<file path="src/rtl/irq_cmd_pkg.sv">
package irq_cmd_pkg;

   typedef enum logic [2:0] {
      SQ_WAIT1 = 3'd0,
      SQ_WAIT2 = 3'd1,
      SQ_WAIT3 = 3'd2,
      SQ_WAIT4 = 3'd3,
      SQ_RUN   = 3'd4
   } seq_state_t;

   // initialization word bit positions
   localparam int unsigned B_NEED4  = 0;
   localparam int unsigned B_SINGLE = 1;
   localparam int unsigned B_LEVEL  = 3;
   localparam int unsigned B_INIT   = 4;
   // operation word bit positions
   localparam int unsigned B_KIND   = 3;
   localparam int unsigned B_EOI    = 5;
   localparam int unsigned B_SL     = 6;
   localparam int unsigned B_ROT    = 7;

   localparam logic [1:0] SEL_REQ  = 2'b10;
   localparam logic [1:0] SEL_SERV = 2'b11;

   localparam int unsigned CW_W  = 8;
   localparam int unsigned LVL_W = 3;

endpackage

</file>
<file path="src/rtl/irq_seq.sv">
module irq_seq
   import irq_cmd_pkg::*;
(
   input  logic             clk,
   input  logic             rst,
   input  logic             wr,
   input  logic             a0,
   input  logic [CW_W-1:0]  cw,
   output logic             run,
   output logic             lvl_mode,
   output logic             init_hit,
   output logic             mask_we,
   output logic             eoi_hit,
   output logic [LVL_W-1:0] eoi_lvl,
   output logic [1:0]       rd_sel
);

   seq_state_t state, state_nx;
   logic       need4, single;
   logic       op_hit, op_eoi, op_sel;

   always_comb begin
      init_hit = wr & ~a0 & cw[B_INIT];
      run      = (state == SQ_RUN);
      op_hit   = wr & ~a0 & ~cw[B_INIT] & run;
      op_eoi   = op_hit & ~cw[B_KIND];
      op_sel   = op_hit & cw[B_KIND];
      eoi_hit  = op_eoi & cw[B_EOI] & cw[B_SL] & ~cw[B_ROT];
      eoi_lvl  = cw[LVL_W-1:0];
      mask_we  = wr & a0 & run;
   end

   always_comb begin
      state_nx = state;
      if (wr && a0) begin
         unique case (state)
            SQ_WAIT2: state_nx = !single ? SQ_WAIT3 : (need4 ? SQ_WAIT4 : SQ_RUN);
            SQ_WAIT3: state_nx = need4 ? SQ_WAIT4 : SQ_RUN;
            SQ_WAIT4: state_nx = SQ_RUN;
            default:  state_nx = state;
         endcase
      end
      if (init_hit) state_nx = SQ_WAIT2;
   end

   always_ff @(posedge clk or posedge rst) begin
      if (rst) begin
         state    <= SQ_WAIT1;
         need4    <= 1'b0;
         single   <= 1'b0;
         lvl_mode <= 1'b0;
         rd_sel   <= SEL_REQ;
      end else begin
         state <= state_nx;
         if (init_hit) begin
            need4    <= cw[B_NEED4];
            single   <= cw[B_SINGLE];
            lvl_mode <= cw[B_LEVEL];
            rd_sel   <= SEL_REQ;
         end else if (op_sel) begin
            rd_sel   <= cw[1:0];
         end
      end
   end

   AST_INIT_RESTART: assert property (@(posedge clk) disable iff (rst)
      init_hit |=> (state == SQ_WAIT2 && rd_sel == SEL_REQ));
   AST_RUN_STAYS: assert property (@(posedge clk) disable iff (rst)
      (run && !init_hit) |=> run);
   AST_WAIT1_HOLDS: assert property (@(posedge clk) disable iff (rst)
      (state == SQ_WAIT1 && !init_hit) |=> (state == SQ_WAIT1));

endmodule

</file>
<file path="src/rtl/irq_pick.sv">
module irq_pick #(
   parameter int unsigned N = 8
) (
   input  logic [N-1:0] cand,
   output logic [N-1:0] win
);

   always_comb begin
      win = cand & (~cand + N'(1));
   end

   always_comb begin
      AST_PICK_ONEHOT: assert ($onehot0(win));
      AST_PICK_LIVE: assert ((cand == '0) || ((win & cand) == win && win != '0));
   end

endmodule

</file>
<file path="src/rtl/irq_bank.sv">
module irq_bank #(
   parameter int unsigned N           = 8,
   parameter int unsigned SYNC_STAGES = 0,
   parameter int unsigned LVL_W       = 3
) (
   input  logic             clk,
   input  logic             rst,
   input  logic [N-1:0]     req,
   input  logic             lvl_mode,
   input  logic             take,
   input  logic             init_hit,
   input  logic             mask_we,
   input  logic [N-1:0]     mask_d,
   input  logic             eoi_hit,
   input  logic [LVL_W-1:0] eoi_lvl,
   output logic [N-1:0]     irr,
   output logic [N-1:0]     isr,
   output logic [N-1:0]     imr,
   output logic             pend
);

   logic [N-1:0] req_s, req_q, set_v, win, take_v, eoi_v, live;

   if (SYNC_STAGES == 0) begin : g_nosync
      assign req_s = req;
   end else begin : g_sync
      logic [N-1:0] stg [SYNC_STAGES];
      always_ff @(posedge clk or posedge rst) begin
         if (rst) begin
            for (int s = 0; s < int'(SYNC_STAGES); s++) stg[s] <= '0;
         end else begin
            stg[0] <= req;
            for (int s = 1; s < int'(SYNC_STAGES); s++) stg[s] <= stg[s-1];
         end
      end
      assign req_s = stg[SYNC_STAGES-1];
   end

   for (genvar k = 0; k < int'(N); k++) begin : g_line
      always_ff @(posedge clk or posedge rst) begin
         if (rst) req_q[k] <= 1'b0;
         else     req_q[k] <= req_s[k];
      end
      assign set_v[k] = req_s[k] & (lvl_mode | ~req_q[k]);
      assign eoi_v[k] = eoi_hit & (eoi_lvl == LVL_W'(k));
   end

   assign live = irr & ~imr;

   irq_pick #(.N(N)) u_pick (
      .cand (live),
      .win  (win)
   );

   assign take_v = take ? win : '0;
   assign pend   = |live;

   always_ff @(posedge clk or posedge rst) begin
      if (rst) begin
         irr <= '0;
         isr <= '0;
         imr <= '0;
      end else begin
         irr <= (irr & ~take_v) | set_v;
         isr <= ((init_hit ? '0 : isr) & ~eoi_v) | take_v;
         if (init_hit)     imr <= '0;
         else if (mask_we) imr <= mask_d;
      end
   end

   AST_REQ_CAPTURE: assert property (@(posedge clk) disable iff (rst)
      (set_v != '0) |=> ((irr & $past(set_v)) == $past(set_v)));
   AST_EOI_CLEAR: assert property (@(posedge clk) disable iff (rst)
      (eoi_v != '0 && take_v == '0) |=> ((isr & $past(eoi_v)) == '0));
   AST_TAKE_MOVE: assert property (@(posedge clk) disable iff (rst)
      (take_v != '0) |=> ((isr & $past(take_v)) == $past(take_v)));
   AST_MASK_LOAD: assert property (@(posedge clk) disable iff (rst)
      (mask_we && !init_hit) |=> (imr == $past(mask_d)));
   AST_PEND_IDLE: assert property (@(posedge clk) disable iff (rst)
      (init_hit && !lvl_mode && req_s == '0 && irr == '0) |=> !pend);

endmodule

</file>
<file path="src/rtl/irq_cmd_ctrl.sv">
module irq_cmd_ctrl
   import irq_cmd_pkg::*;
#(
   parameter int unsigned N_IRQ       = 8,
   parameter int unsigned DW          = 8,
   parameter int unsigned SYNC_STAGES = 0
) (
   input  logic             clk,
   input  logic             rst,
   input  logic             a0,
   input  logic             wr,
   input  logic             rd,
   input  logic [DW-1:0]    wd,
   output logic [DW-1:0]    rdata,
   input  logic [N_IRQ-1:0] irq,
   input  logic             take,
   output logic             pend
);

   if (N_IRQ < 2 || N_IRQ > (1 << LVL_W)) begin : g_bad_n
      $error("irq_cmd_ctrl: N_IRQ out of range");
   end
   if (DW != CW_W) begin : g_bad_dw
      $error("irq_cmd_ctrl: DW must match the command word width");
   end
   if (SYNC_STAGES > 3) begin : g_bad_sync
      $error("irq_cmd_ctrl: SYNC_STAGES too deep");
   end

   logic             run, lvl_mode, init_hit, mask_we, eoi_hit;
   logic [LVL_W-1:0] eoi_lvl;
   logic [1:0]       rd_sel;
   logic [N_IRQ-1:0] irr, isr, imr;
   logic [DW-1:0]    ext_irr, ext_isr, ext_imr, rd_nx;

   irq_seq u_seq (
      .clk      (clk),
      .rst      (rst),
      .wr       (wr),
      .a0       (a0),
      .cw       (wd[CW_W-1:0]),
      .run      (run),
      .lvl_mode (lvl_mode),
      .init_hit (init_hit),
      .mask_we  (mask_we),
      .eoi_hit  (eoi_hit),
      .eoi_lvl  (eoi_lvl),
      .rd_sel   (rd_sel)
   );

   irq_bank #(.N(N_IRQ), .SYNC_STAGES(SYNC_STAGES), .LVL_W(LVL_W)) u_bank (
      .clk      (clk),
      .rst      (rst),
      .req      (irq),
      .lvl_mode (lvl_mode),
      .take     (take),
      .init_hit (init_hit),
      .mask_we  (mask_we),
      .mask_d   (wd[N_IRQ-1:0]),
      .eoi_hit  (eoi_hit),
      .eoi_lvl  (eoi_lvl),
      .irr      (irr),
      .isr      (isr),
      .imr      (imr),
      .pend     (pend)
   );

   always_comb begin
      ext_irr = '0;
      ext_isr = '0;
      ext_imr = '0;
      ext_irr[N_IRQ-1:0] = irr;
      ext_isr[N_IRQ-1:0] = isr;
      ext_imr[N_IRQ-1:0] = imr;
      if (a0)                    rd_nx = ext_imr;
      else if (rd_sel == SEL_REQ)  rd_nx = ext_irr;
      else if (rd_sel == SEL_SERV) rd_nx = ext_isr;
      else                       rd_nx = '0;
   end

   always_ff @(posedge clk or posedge rst) begin
      if (rst)     rdata <= '0;
      else if (rd) rdata <= rd_nx;
   end

   AST_READ_MASK: assert property (@(posedge clk) disable iff (rst)
      (rd && a0) |=> (rdata == $past(ext_imr)));
   AST_READ_HOLD: assert property (@(posedge clk) disable iff (rst)
      !rd |=> $stable(rdata));
   AST_READ_NONE: assert property (@(posedge clk) disable iff (rst)
      (rd && !a0 && !rd_sel[1]) |=> (rdata == '0));

endmodule

</file>
<file path="config.mk">
export PLATFORM = sky130hd
export DESIGN_NAME = irq_cmd_ctrl
export DESIGN_NICKNAME = d
export VERILOG_FILES = /design/src/rtl/irq_cmd_pkg.sv /design/src/rtl/irq_seq.sv /design/src/rtl/irq_pick.sv /design/src/rtl/irq_bank.sv /design/src/rtl/irq_cmd_ctrl.sv
export SDC_FILE = /design/constraint.sdc
export NUM_CORES = 1
export LEC_CHECK = 0
export BUFFER_PORTS_ARGS = -buffer_cell sky130_fd_sc_hd__buf_2
export CAP_MARGIN = 0
export CORE_MARGIN = 2
export CORE_UTILIZATION = 51
export DETAILED_ROUTE_END_ITERATION = 10
export HOLD_SLACK_MARGIN = 0.15
export PLACE_DENSITY = 0.73
export SYNTH_ARGS = -nofsm -noshare
export SYNTH_HDL_FRONTEND = slang
export SYNTH_SLANG_ARGS = --single-unit
</file>
<file path="constraint.sdc">
create_clock -name clk -period 2.2 [get_ports clk]
set_input_delay 0.55 -clock clk [delete_from_list [all_inputs] [get_ports clk]]
set_output_delay 0.55 -clock clk [all_outputs]
set_load 0.01 [all_outputs]
</file>
==> flow_summary.toml <==
[run_status]
status = "finished clean"

[power]
vdd_drop_max_uv = 505.2
p_clk_share_pct = 23.3
switching_share_pct = 31.61
combinationalPowerShare_pct = 22.6
internal_power_mw = 1.495
power_density_nw_per_um2 = 880.4
sequentialPowerShare_pct = 54.0
p_leak_nw = 1.109
p_sw_mw = 0.6912

[synth]
syn-cell-area_sq_um = 2196
synth_nets = 246
postSynth.asyncResetShare_pct = 100.0
synth_cell_types = 37
synthTopCellsByArea = "dfrtp_1 (54%), nand2_1 (6.2%), o21ai_0 (5.0%)"
synth-seq-area-share_pct = 54.76
ys_top_cells_by_count = "dfrtp_1 (47), nand2_1 (36), o21ai_0 (22)"
synth_edf_count = 0
yosysMostFrequentCell = "dfrtp_1"
syn_avg_cell_area_sq_um = 9.803
yosysTopAreaCellShare_pct = 53.56
synth_area_leader_cell = "dfrtp_1"
ys.flop_type = "dfrtp_1"
synth-seq-cells = 48
synth_warnings = 0
netlist_instances = 224

[worst_setup_path]
path_buf_inv = 1
cp-start-kind = "register"
worstSetupPathType = "register to primary output"
crit_family = "flip-flops"
crit_path_cell_trace = "nor2b_2, a211o_1, nor2_1, o21ai_0, buf_2"
required_ns = 1.65
cp.arrival_ns = 1.55
crit_slowest_cell = "dfrtp_1"
worst-path-max-fanout = 6
slowest_delay_ns = 0.40
cp-end-kind = "primary output"

[route]
wirelength_um = 4693
wl_per_cell_um = 15.29
vias = 1705
post_drt_via_cell_ratio = 5.554
initialDrtViolationCount = 129
dr.pass1.iters = 4
drtAntennaViolNets = 0
drc_errors = 0

[sta]
slew_headroom_pct = 59.49
final.setup_skew_ns = 0.008092
hold_violations = 0
tightest_slew_ns = 0.6076
slew_viol_final = 0
max_freq_ghz = 0.4771
rsz0062_at_grt = "no"
min_period_over_period_pct = 95.27
setup_viol = 0
fin_tns_setup_ns = 0
finalWorstPathRequiredPeriod_ns = 2.096

[clock_network]
cts_tree = "built"
htreeDepth = 2
cts.clk_slew.worst_paths_ns = 0.08
clock-sinks = 48
cts_buffers = 5
root_buffer = "clkbuf_8"
clk_latency_ns = 0.30
clockBufferDepth = 2
cts_setup_buffers = 0

[placed_design]
hpwl_um = 3427
place_area_sq_um = 2401
gp_congestion = 0.8691
dp.cells = 299
io_buffers = 30

[global_routing]
grt_antenna_before_repair = 0
grt_pass1_vias = 1719
grt_first_pass_wirelength_um = 8162
track_usage_pct = 21.31
grt_max_degree = 49
overflow = 0

[finish]
final_cells = 307
area_growth_pct = 13.11
antennaDiodeCount = 0
drive_gt1_share_pct = 21.01
design_area_sq_um = 2484
fill_cells = 350
fin_nets = 278

[flow_run]
cap_violations = 0

[floorplan]
die_w_um = 69.62
io_pins = 31
core_area_sq_um = 4058
start_util_pct = 54.12
dieArea_sq_um = 4846
rows = 23
chipHeight_um = 69.62

[worst_hold_path]
min_path_type = "input port to register"
[area by class of cell]
cell class	count	area, sq um	share of cell area, %
Clock buffer	8	80.08	3.224
Timing Repair Buffer	33	172.7	6.952
Inverter	14	52.55	2.116
Multi-Input combinational cell	154	913.4	36.78
Tap cell	50	62.56	2.519
Sequential cell	48	1202	48.41
[flip-flops by register name, summed over array words and instances, names as in the netlist]
register / count
u_bank.imr: 8
u_seq.single: 1
u_seq.rd_sel: 2
u_bank.irr: 8
u_bank.isr: 8
u_seq.need4: 1
u_seq.lvl_mode: 1
u_bank.req_q: 8
u_seq.state: 3
rdata: 8
[power groups by stage]
stage | combinational [mW] | sequential (mW) | clock, mW
after global routing | 0.557 | 1.21 | 0.553
after floorplan | 0.348 | 1.17 | 0
final | 0.495 | 1.18 | 0.510
after CTS | 0.496 | 1.18 | 0.517
after detailed placement | 0.493 | 1.20 | 0
after global placement | 0.480 | 1.19 | 0
[cells by family (layout without fill, tap and decap cells)]
| logic type | count (synthesis) | in the layout | synth area share [%] |
|---|---|---|---|
| buf+inv | 22 | 55 | 3.761 |
| flops | 48 | 48 | 54.76 |
| simple gates | 83 | 83 | 18.80 |
| compound gates | 61 | 61 | 17.72 |
| mux | 10 | 10 | 4.958 |
[repair_timing]
item | 4_1_cts | 5_1_grt
endpoints found under the setup margin | 0 | 1
hold buffers | 0 | 0
gates resized for setup | 0 | 1
[stage by stage]
| stage | worst slack [ns] | utilization [%] | power (mW) | hold slack (ns) |
|---|---|---|---|---|
| 2_1_floorplan | 0.5028 | - | 1.516 | 0.4658 |
| 4_1_cts | 0.05043 | 61.15 | 2.195 | 0.3534 |
| 3_5_place_dp | 0.3603 | 59.17 | 1.691 | 0.5042 |
| 5_1_grt | 0.03834 | 61.21 | 2.318 | 0.3492 |
| 6_report | 0.1040 | 61.21 | 2.187 | 0.3587 |
| 3_3_place_gp | 0.3892 | 59.17 | 1.674 | 0.4887 |
[layer usage]
metal  part of all wire, %  track usage [%]  vias up  wire (um)
met1                    48            29.89      809       2233
met2                    47            33.33       35       2207
met4                   1.8            6.838        0         84
met3                   3.6            4.651       10        167
met5                     0                0        -          0
li1                      -                -      851          -
[placed cells by master, fill, tap and decap left out, types with 4 or more instances in the layout]
cell	instances
a21oi_1	11
a22oi_1	8
buf_2	30
clkbuf_8	5
dfrtp_1	47
inv_1	13
mux2_2	7
nand2_1	36
nand2b_1	12
nor2_1	14
o211ai_1	4
o21ai_0	22
[path summary, 6_finish.rpt]
| check | from | to | slack [ns] | depth (start not counted) |
|---|---|---|---|---|
| min in group asynchronous | rst | u_bank.req_q[2]$_DFF_PP0_ | 0.39 | 3 |
| setup reg to reg | u_seq.state[1]$_DFFE_PP0P_ | u_bank.isr[3]$_DFF_PP0_ | 0.39 | 4 |
| setup / recovery | u_bank.irr[2]$_DFF_PP0_ | pend | 0.10 | 5 |
| max in group asynchronous | rst | rdata[7]$_DFFE_PP0P_ | 1.40 | 3 |
| hold / removal | irq[6] | u_bank.req_q[6]$_DFF_PP0_ | 0.36 | 1 |
| hold reg to reg | u_bank.irr[7]$_DFF_PP0_ | u_bank.irr[7]$_DFF_PP0_ | 0.52 | 1 |
Power figures use the tool's default switching activity.
